$ cat config.mk
export PLATFORM = sky130hd
export DESIGN_NAME = wl_dqs_level
export DESIGN_NICKNAME = d
export VERILOG_FILES = /design/src/rtl/wl_pkg.sv /design/src/rtl/wl_delay_ctr.sv /design/src/rtl/wl_vote.sv /design/src/rtl/wl_edge_det.sv /design/src/rtl/wl_dqs_level.sv
export SDC_FILE = /design/constraint.sdc
export NUM_CORES = 1
export LEC_CHECK = 0
export CORE_ASPECT_RATIO = 0.9
export CORE_MARGIN = 2
export CORE_UTILIZATION = 48
export CTS_CLUSTER_DIAMETER = 120
export DETAILED_ROUTE_END_ITERATION = 16
export PLACE_DENSITY = 0.75
export SLEW_MARGIN = 25
export SYNTH_ARGS = -nofsm -noshare
export SYNTH_HDL_FRONTEND = slang
export SYNTH_SLANG_ARGS = --single-unit
$ cat constraint.sdc
create_clock -name clk -period 2.15 [get_ports clk]
set_clock_uncertainty 0.15 [all_clocks]
set_input_delay 0.3225 -clock clk [delete_from_list [all_inputs] [get_ports clk]]
set_output_delay 0.3225 -clock clk [all_outputs]
set_load 0.05 [all_outputs]
$ cat src/rtl/wl_pkg.sv
package wl_pkg;
  typedef enum logic [2:0] {
    WL_IDLE,
    WL_MR_ON,
    WL_SETTLE,
    WL_SAMPLE,
    WL_MR_OFF
  } wl_state_e;
endpackage

$ cat src/rtl/wl_delay_ctr.sv
module wl_delay_ctr #(
  parameter int TAP_W = 5
) (
  input  logic             clk,
  input  logic             rst_n,
  input  logic             clr,
  input  logic             inc,
  output logic [TAP_W-1:0] code,
  output logic             at_max
);
  always_ff @(posedge clk or negedge rst_n) begin
    if (!rst_n)   code <= '0;
    else if (clr) code <= '0;
    else if (inc) code <= code + 1'b1;
  end

  assign at_max = &code;
endmodule

$ cat src/rtl/wl_vote.sv
module wl_vote #(
  parameter int NUM_SAMPLES = 5
) (
  input  logic clk,
  input  logic rst_n,
  input  logic clr,
  input  logic en,
  input  logic fb,
  output logic vote_now
);
  localparam int ONES_W = $clog2(NUM_SAMPLES + 1);

  logic [ONES_W-1:0] ones;
  logic [ONES_W:0]   sum;

  // running count including the sample taken this cycle
  assign sum      = {1'b0, ones} + {{ONES_W{1'b0}}, fb};
  assign vote_now = {sum, 1'b0} > (ONES_W + 2)'(NUM_SAMPLES);

  always_ff @(posedge clk or negedge rst_n) begin
    if (!rst_n)   ones <= '0;
    else if (clr) ones <= '0;
    else if (en)  ones <= sum[ONES_W-1:0];
  end
endmodule

$ cat src/rtl/wl_edge_det.sv
module wl_edge_det (
  input  logic clk,
  input  logic rst_n,
  input  logic clr,
  input  logic eval,
  input  logic vote,
  output logic lock_now
);
  logic seen_low;

  always_ff @(posedge clk or negedge rst_n) begin
    if (!rst_n)              seen_low <= 1'b0;
    else if (clr)            seen_low <= 1'b0;
    else if (eval && !vote)  seen_low <= 1'b1;
  end

  assign lock_now = eval && vote && seen_low;
endmodule

$ cat src/rtl/wl_dqs_level.sv
module wl_dqs_level
  import wl_pkg::*;
#(
  parameter int TAP_W       = 5,
  parameter int SETTLE_CYC  = 8,
  parameter int NUM_SAMPLES = 5
) (
  input  logic             clk,
  input  logic             rst_n,
  input  logic             start,
  output logic             busy,
  output logic             done,
  output logic             error,
  output logic [TAP_W-1:0] dqs_delay,
  output logic             dqs_pulse,
  input  logic             fb_in,
  output logic             mr_valid,
  input  logic             mr_ready,
  output logic             mr_level_on
);
  localparam int CNT_MAX     = (SETTLE_CYC > NUM_SAMPLES) ? SETTLE_CYC : NUM_SAMPLES;
  localparam int CNT_W       = $clog2(CNT_MAX + 1);
  localparam logic [CNT_W-1:0] SETTLE_LAST = CNT_W'(SETTLE_CYC - 1);
  localparam logic [CNT_W-1:0] SAMPLE_LAST = CNT_W'(NUM_SAMPLES - 1);

  wl_state_e        state;
  logic [CNT_W-1:0] cnt;
  logic             go, eval, vote_now, lock_now, at_max;
  logic             fail_now, step_now;

  assign go       = (state == WL_IDLE) && start;
  assign eval     = (state == WL_SAMPLE) && (cnt == SAMPLE_LAST);
  assign fail_now = eval && !lock_now && at_max;
  assign step_now = eval && !lock_now && !at_max;

  wl_delay_ctr #(.TAP_W(TAP_W)) u_ctr (
    .clk(clk), .rst_n(rst_n),
    .clr(go || fail_now), .inc(step_now),
    .code(dqs_delay), .at_max(at_max)
  );

  wl_vote #(.NUM_SAMPLES(NUM_SAMPLES)) u_vote (
    .clk(clk), .rst_n(rst_n),
    .clr(state == WL_SETTLE), .en(state == WL_SAMPLE),
    .fb(fb_in), .vote_now(vote_now)
  );

  wl_edge_det u_edge (
    .clk(clk), .rst_n(rst_n),
    .clr(go), .eval(eval), .vote(vote_now),
    .lock_now(lock_now)
  );

  always_ff @(posedge clk or negedge rst_n) begin
    if (!rst_n) begin
      state <= WL_IDLE;
      cnt   <= '0;
      done  <= 1'b0;
      error <= 1'b0;
    end else begin
      unique case (state)
        WL_IDLE: if (start) begin
          state <= WL_MR_ON;
          done  <= 1'b0;
          error <= 1'b0;
        end
        WL_MR_ON: if (mr_ready) begin
          state <= WL_SETTLE;
          cnt   <= '0;
        end
        WL_SETTLE: begin
          if (cnt == SETTLE_LAST) begin
            state <= WL_SAMPLE;
            cnt   <= '0;
          end else begin
            cnt <= cnt + 1'b1;
          end
        end
        WL_SAMPLE: begin
          if (eval) begin
            cnt <= '0;
            if (lock_now) begin
              state <= WL_MR_OFF;
            end else if (at_max) begin
              state <= WL_MR_OFF;
              error <= 1'b1;
            end else begin
              state <= WL_SETTLE;
            end
          end else begin
            cnt <= cnt + 1'b1;
          end
        end
        WL_MR_OFF: if (mr_ready) begin
          state <= WL_IDLE;
          done  <= 1'b1;
        end
        default: state <= WL_IDLE;
      endcase
    end
  end

  assign busy        = (state != WL_IDLE);
  assign dqs_pulse   = (state == WL_SAMPLE);
  assign mr_valid    = (state == WL_MR_ON) || (state == WL_MR_OFF);
  assign mr_level_on = (state == WL_MR_ON);
endmodule

* Yosys cells after proc, flatten, opt, wreduce, memory -nomap -nowiden
Index checks and enable logic that the tools add are counted.
Storage, ports and cells: input bits 5, output and inout bits 11, flip-flop bits (word level) 18
Operators by class: order comparisons 1, multiplexer cells 25, $add $sub $neg 3, equal/unequal tests 13, reduce and logical (&&, ||, !) cells 26
Operator list (count):
- 3-bit 2-to-1 mux | 9
- 3-bit case mux with 5 select lines | 1
- 5-bit AND reduction | 3
- 4-bit 2-to-1 mux | 3
- 4-bit case mux with 3 select lines | 1
- 5-bit 2-to-1 mux | 2
- 2-bit != test (second input constant) | 5
- 2-bit nonzero test | 5
- 4-bit by 3-bit == test with 1-bit output (second input constant) | 2
- 1-bit logical AND | 8
- 1-bit 2-to-1 mux | 7
- 3-bit by 2-bit == test with 1-bit output (second input constant) | 2
- 3-bit nonzero test | 2
- 5-bit by 1-bit adder with 5-bit output (second input constant) | 1
- 5-bit by 3-bit > comparator with 1-bit output (second input constant) | 1
- 3-bit by 1-bit adder with 4-bit output | 1
- 4-bit by 1-bit adder with 4-bit output (second input constant) | 1
- 2-bit by 1-bit != test with 1-bit output (second input constant) | 2
- 1-bit case mux with 2 select lines | 2
- 3-bit by 1-bit == test with 1-bit output (second input constant) | 1
- 3-bit == test (second input constant) | 1
- 1-bit logical NOT | 3
- 3-bit logical NOT | 1
- 3-bit AND reduction | 1
- other kinds (2) | 3

* Depth between registers and ports, before layout
depth after elaboration 9, gate-level depth with buffers 7, mapped depth without buffers 6

* By module
A second synthesis with hierarchy kept.
Unflattened totals: cell total of the unflattened synthesis 111, area, all modules 1119.8 um2
By module, submodules not included:
- wl_dqs_level | seq. area each 225.2 um2, area each 626.9 um2, cells an instance 67, times used 1
- wl_delay_ctr | seq. area each 125.1 um2, area each 276.5 um2, cells an instance 22, times used 1
- wl_vote | seq. area each 75.1 um2, area each 165.2 um2, cells an instance 17, times used 1
- wl_edge_det | seq. area each 25.0 um2, area each 51.3 um2, cells an instance 5, times used 1

* Worst setup path before layout
No wires, ideal clock.
path kind register to output, start register state[0], end output mr_level_on, data arrival time 1.917 ns, data required time 1.678 ns, buffers on the path 2, slack -0.239 ns, stages on the path, launching flop included 4, cell sequence dfrtp_1 > buf_2 > clkbuf_1 > nor3b_1
On the way: cells in the longest elaborated chain, start to end 1
Ends and longest elaborated chain:
- start: declaration | line wl_dqs_level.sv:26 | wl_state_e state;
- start signal: assignment | line wl_dqs_level.sv:56 | state <= WL_IDLE;
- start signal: assignment | line wl_dqs_level.sv:63 | state <= WL_MR_ON;
- start signal: assignment | line wl_dqs_level.sv:68 | state <= WL_SETTLE;
- 3-bit by 1-bit == test with 1-bit output | line wl_dqs_level.sv:106 | assign mr_level_on = (state == WL_MR_ON);
- end: declaration | line wl_dqs_level.sv:19 | output logic mr_level_on
Every way passes these cells.

* Worst setup path after layout
start register u_vote.ones[0], end register u_ctr.code[0]
On the way: cells in the longest elaborated chain, start to end 9, elaborated cells on any way between the ends 11
Ends and longest elaborated chain:
- start: declaration | line wl_vote.sv:13 | logic [ONES_W-1:0] ones;
- start signal: assignment | line wl_vote.sv:23 | else if (en) ones <= sum[ONES_W-1:0];
- 3-bit by 1-bit adder with 4-bit output * | line wl_vote.sv:17 | assign sum = {1'b0, ones} + {{ONES_W{1'b0}}, fb};
- 5-bit by 3-bit > comparator with 1-bit output * | line wl_vote.sv:18 | assign vote_now = {sum, 1'b0} > (ONES_W + 2)'(NUM_SAMPLES);
- 1-bit logical AND * (2 in a row) | line wl_edge_det.sv:17 | assign lock_now = eval && vote && seen_low;
- 1-bit logical NOT * | line wl_dqs_level.sv:33, wl_dqs_level.sv:34
- 1-bit logical AND * | line wl_dqs_level.sv:33, wl_dqs_level.sv:34
- 1-bit logical AND | line wl_dqs_level.sv:33 | assign fail_now = eval && !lock_now && at_max;
- 1-bit logical OR | line wl_dqs_level.sv:38 | .clr(go || fail_now), .inc(step_now),
- 5-bit 2-to-1 mux / 2-bit nonzero test (equally long branches)
- end signal: assignment | line wl_delay_ctr.sv:14 | else if (inc) code <= code + 1'b1;
- end: declaration | line wl_delay_ctr.sv:8 | output logic [TAP_W-1:0] code,
Mark *: on every way between the ends. The rest lies on a longest branch, timed or not. A chain may end at the register's enable or synchronous reset.

==> summary.md <==
| Metric | Value |
|---|---|
| Status | finished clean |
| Row count | 16 |
| Area Growth Syn to Fin | 30.87% |
| Initial Util | 50.52% |
| Critical path buffers and inverters | 1 |
| Clk pwr share | 10.6% |
| Crit end category | flip-flop |
| Clk sinks | 18 |
| Number of synthesized flops with an enable pin | 0 |
| Post-Syn Instances | roughly 120 |
| Max-Cap Viols | 0 |
| Num CTS Buffers | 3 |
| Unrepaired setup endpoints after global routing | false |
| Critical Path RT | 2230 ps |
| Non-filler instance count after layout | 169 |
| Area occupied by multi-input gates | 663.1 µm² |
| # setup viols final | 0 |
| Most area-consuming cells after synthesis | dfrtp_1 (41%), ha_1 (6.8%), nand2_1 (4.8%), o21ai_1 (4.1%), a21oi_1 (2.7%) |
| Post-synth ARST share | 100.0% |
| Antenna diode count | 0 |
| Number of nets in the layout | 155 |
| Total GRT Usage | 21.72% |
| Mapped Area | approximately 0.0011 mm² |
| Die Y | 49.46 µm |
| Number of remaining DRC errors | 0 |
| Final Worst Setup Slack | 68.79 ps |
| Final ANT Viol Nets | 0 |
| Hold Path Class | input pin to async pin |
| Worst hold slack | between 150 and 200 ps |
| First-pass GRT wire length | between 4000 and 5000 µm |
| Final Cycle Share | around 97% |
| Pint | 929.1 µW |
| Synth warnings | 0 |
| Flops & latches, synth | 18 |
| Largest net degree at the start of global routing | 19 |
| Final hold violation count | 0 |
| Yosys top cell area share | 40.86% |
| Synth Area in Compound Gates | around 22% |
| Leak | 0.6120 nW |
| CP max-delay cell | dfrtp_1 |
| H-tree depth | 1 |
| WP data arrival | 2160 ps |
| GP Congestion | 0.9172 |
| Overflow after GRT | 0 |
| CP delay by family, top | simple AND/OR/NAND/NOR gates |
| Vias per cell | about 5.9 |
| Max Clock Freq | 480.5 MHz |
| Slew HR | 63.56% |
| Core Region | ~0.0022 mm² |
| Overall power | 1.628 mW |
| Gate power share | approximately 52% |
| Initial antenna violation count | 0 |
| Clock Tree Root | clkbuf_4 |
| Switching power share of the total | 42.92% |
| Clock-pin slew on the worst setup and hold paths | 110 ps |
| Synth Area in Simple Gates | between 20% and 30% |
| Multiplexer share of the synthesized area | between 1.5 and 2% |
| Syn Area/Cell | 9.263 µm² |
| Combinational family with the most area after synthesis | simple AND/OR/NAND/NOR gates |
| Sequential fraction of the synthesis area | between 40% and 50% |
| Sequential share of power | 37.5% |
| Crit path time final | 2081 ps |
| Worst Tran Pin Value | roughly 540 ps |
| Adder-cell share of the synthesized area | 6.810% |
| Share of cells above drive strength 1 | a little over a fifth |
| Pwr dens | 1128 mW/mm² |
| Number of port buffers | 15 |
| Routed len/inst | 14.69 µm |
| Final wirelength | 2482 µm |
| CTS max path bufs | 2 |
| Most frequent cell after synthesis | dfrtp_1 |
| Synth cell count leaders | dfrtp_1 (18), nand2_1 (14), o21ai_1 (9), a21oi_1 (6), ha_1 (6) |
| Synth Area in XOR/XNOR | 1.589% |
| Slew Viols, Final | 0 |
| Distinct cells, synth | 40 |
| FF-to-FF setup slack | 70 ps |
| Synth area leader | dfrtp_1 |
| Vias in the first global route | 965 |
| Chip width | about 55 µm |
| Clock latency at the later pin of the worst-skew pair | 300 ps |
| Fillers | 190 |
| Syn nets | 130 |
| Synth Flop Type | dfrtp_1 |
| Post-DP HPWL | between 1500 and 2000 µm |
| Via count | 991 |
| Sequential cell area | 452.9 µm² |
| Placed Instances | 165 |
| IO Pins | 16 |
| Crit Path Max Fanout | 4 |
| Drt pass-1 iters | 4 |
| DRT iter0 DRCs | 20 |
| Sw Pwr | 698.5 µW |
| CP cell instances | ha_4 -> buf_4 -> and2_1 -> o311a_4 -> or4_1 -> a21oi_2 |
| Die Footprint | 0.002696 mm² |
| IR Drop Worst-Case VDD | ~0.55 mV |
| Critical path's largest stage delay | 430 ps |
| CTS tree | yes |
| Setup crit start kind | flip-flop |
| Crit Path Category | flip-flop to flip-flop |
| Dpl ws | -446.8 ps |
==> stage by stage <==
stage	TNS [ps]	cell area, µm²	utilization [%]
CTS	0	1414	64.79
finish	0	1443	66.11
detailed placement	-2750	1369	62.73
global placement	-2572	1369	62.73
global route	0	1443	66.11
floorplan	0	1110	-
==> cell families after synthesis <==
logic type | Yosys count
adders and majority gates | 6
AOI/OAI and AO/OA | 36
muxes | 2
buffers and inverters | 9
and+or+nand+nor | 46
DFF | 18
xor gates and xnor gates | 2
==> power by group through the flow <==
stage,clock network [mW],registers (mW),logic [mW]
2_1_floorplan,0,0.622,0.507
3_3_place_gp,0,0.597,0.766
3_5_place_dp,0,0.602,0.792
4_1_cts,0.178,0.602,0.819
5_1_grt,0.193,0.635,0.934
6_report,0.172,0.610,0.845
==> layout by cell type, fill, tap and decap left out, drive strengths merged, types with 3 or more instances in the layout <==
cell type	synthesis	final
clkbuf	3	3
inv	4	4
and2	3	3
a21oi	6	6
o21ai	14	14
ha	6	6
nand3	5	5
nand2b	4	4
clkdlybuf4s50	0	10
buf	2	14
nand2	14	14
nor2	5	5
dfrtp	18	18
==> layer usage <==
metal / up-vias / track usage [%] / share of wire (%)
li1: 486 / - / -
met1: 479 / 28.54 / 42
met2: 26 / 35.54 / 53
met3: 0 / 6.667 / 4.4
met4: 0 / 2.917 / 0
met5: - / 0 / 0
==> final timing paths <==
check                                from        endpoint  cells after the start
min                                 rst_n  u_vote.ones[0]                      2
min in group clk                    error           error                      1
min reg2reg                         error           error                      1
max in group asynchronous           rst_n   u_ctr.code[1]                      2
max                        u_vote.ones[0]   u_ctr.code[0]                      6
max reg2reg                u_vote.ones[0]   u_ctr.code[0]                      6
==> final cells by class <==
type | count | share of cell area, %
Inverter | 4 | 1.041
Clock buffer | 3 | 1.561
Sequential cell | 18 | 31.40
Tap cell | 27 | 2.342
Multi-Input combinational cell | 92 | 45.97
Timing Repair Buffer | 25 | 17.69
==> registers in the layout, summed over array words and instances (netlist names) <==
signal	flops
cnt	4
u_vote.ones	3
state	3
u_ctr.code	5
done	1
error	1
u_edge.seen_low	1
==> timing repair <==
| action | CTS | global route |
|---|---|---|
| endpoints found under the setup margin | 5 | 6 |
| pin swaps | 3 | 0 |
| cloned | 0 | 0 |
| gates resized for setup | 2 | 5 |
| setup buffers | 1 | 0 |
| hold buffers | 0 | 0 |
Note: power is estimated with default switching activity, not from simulation.
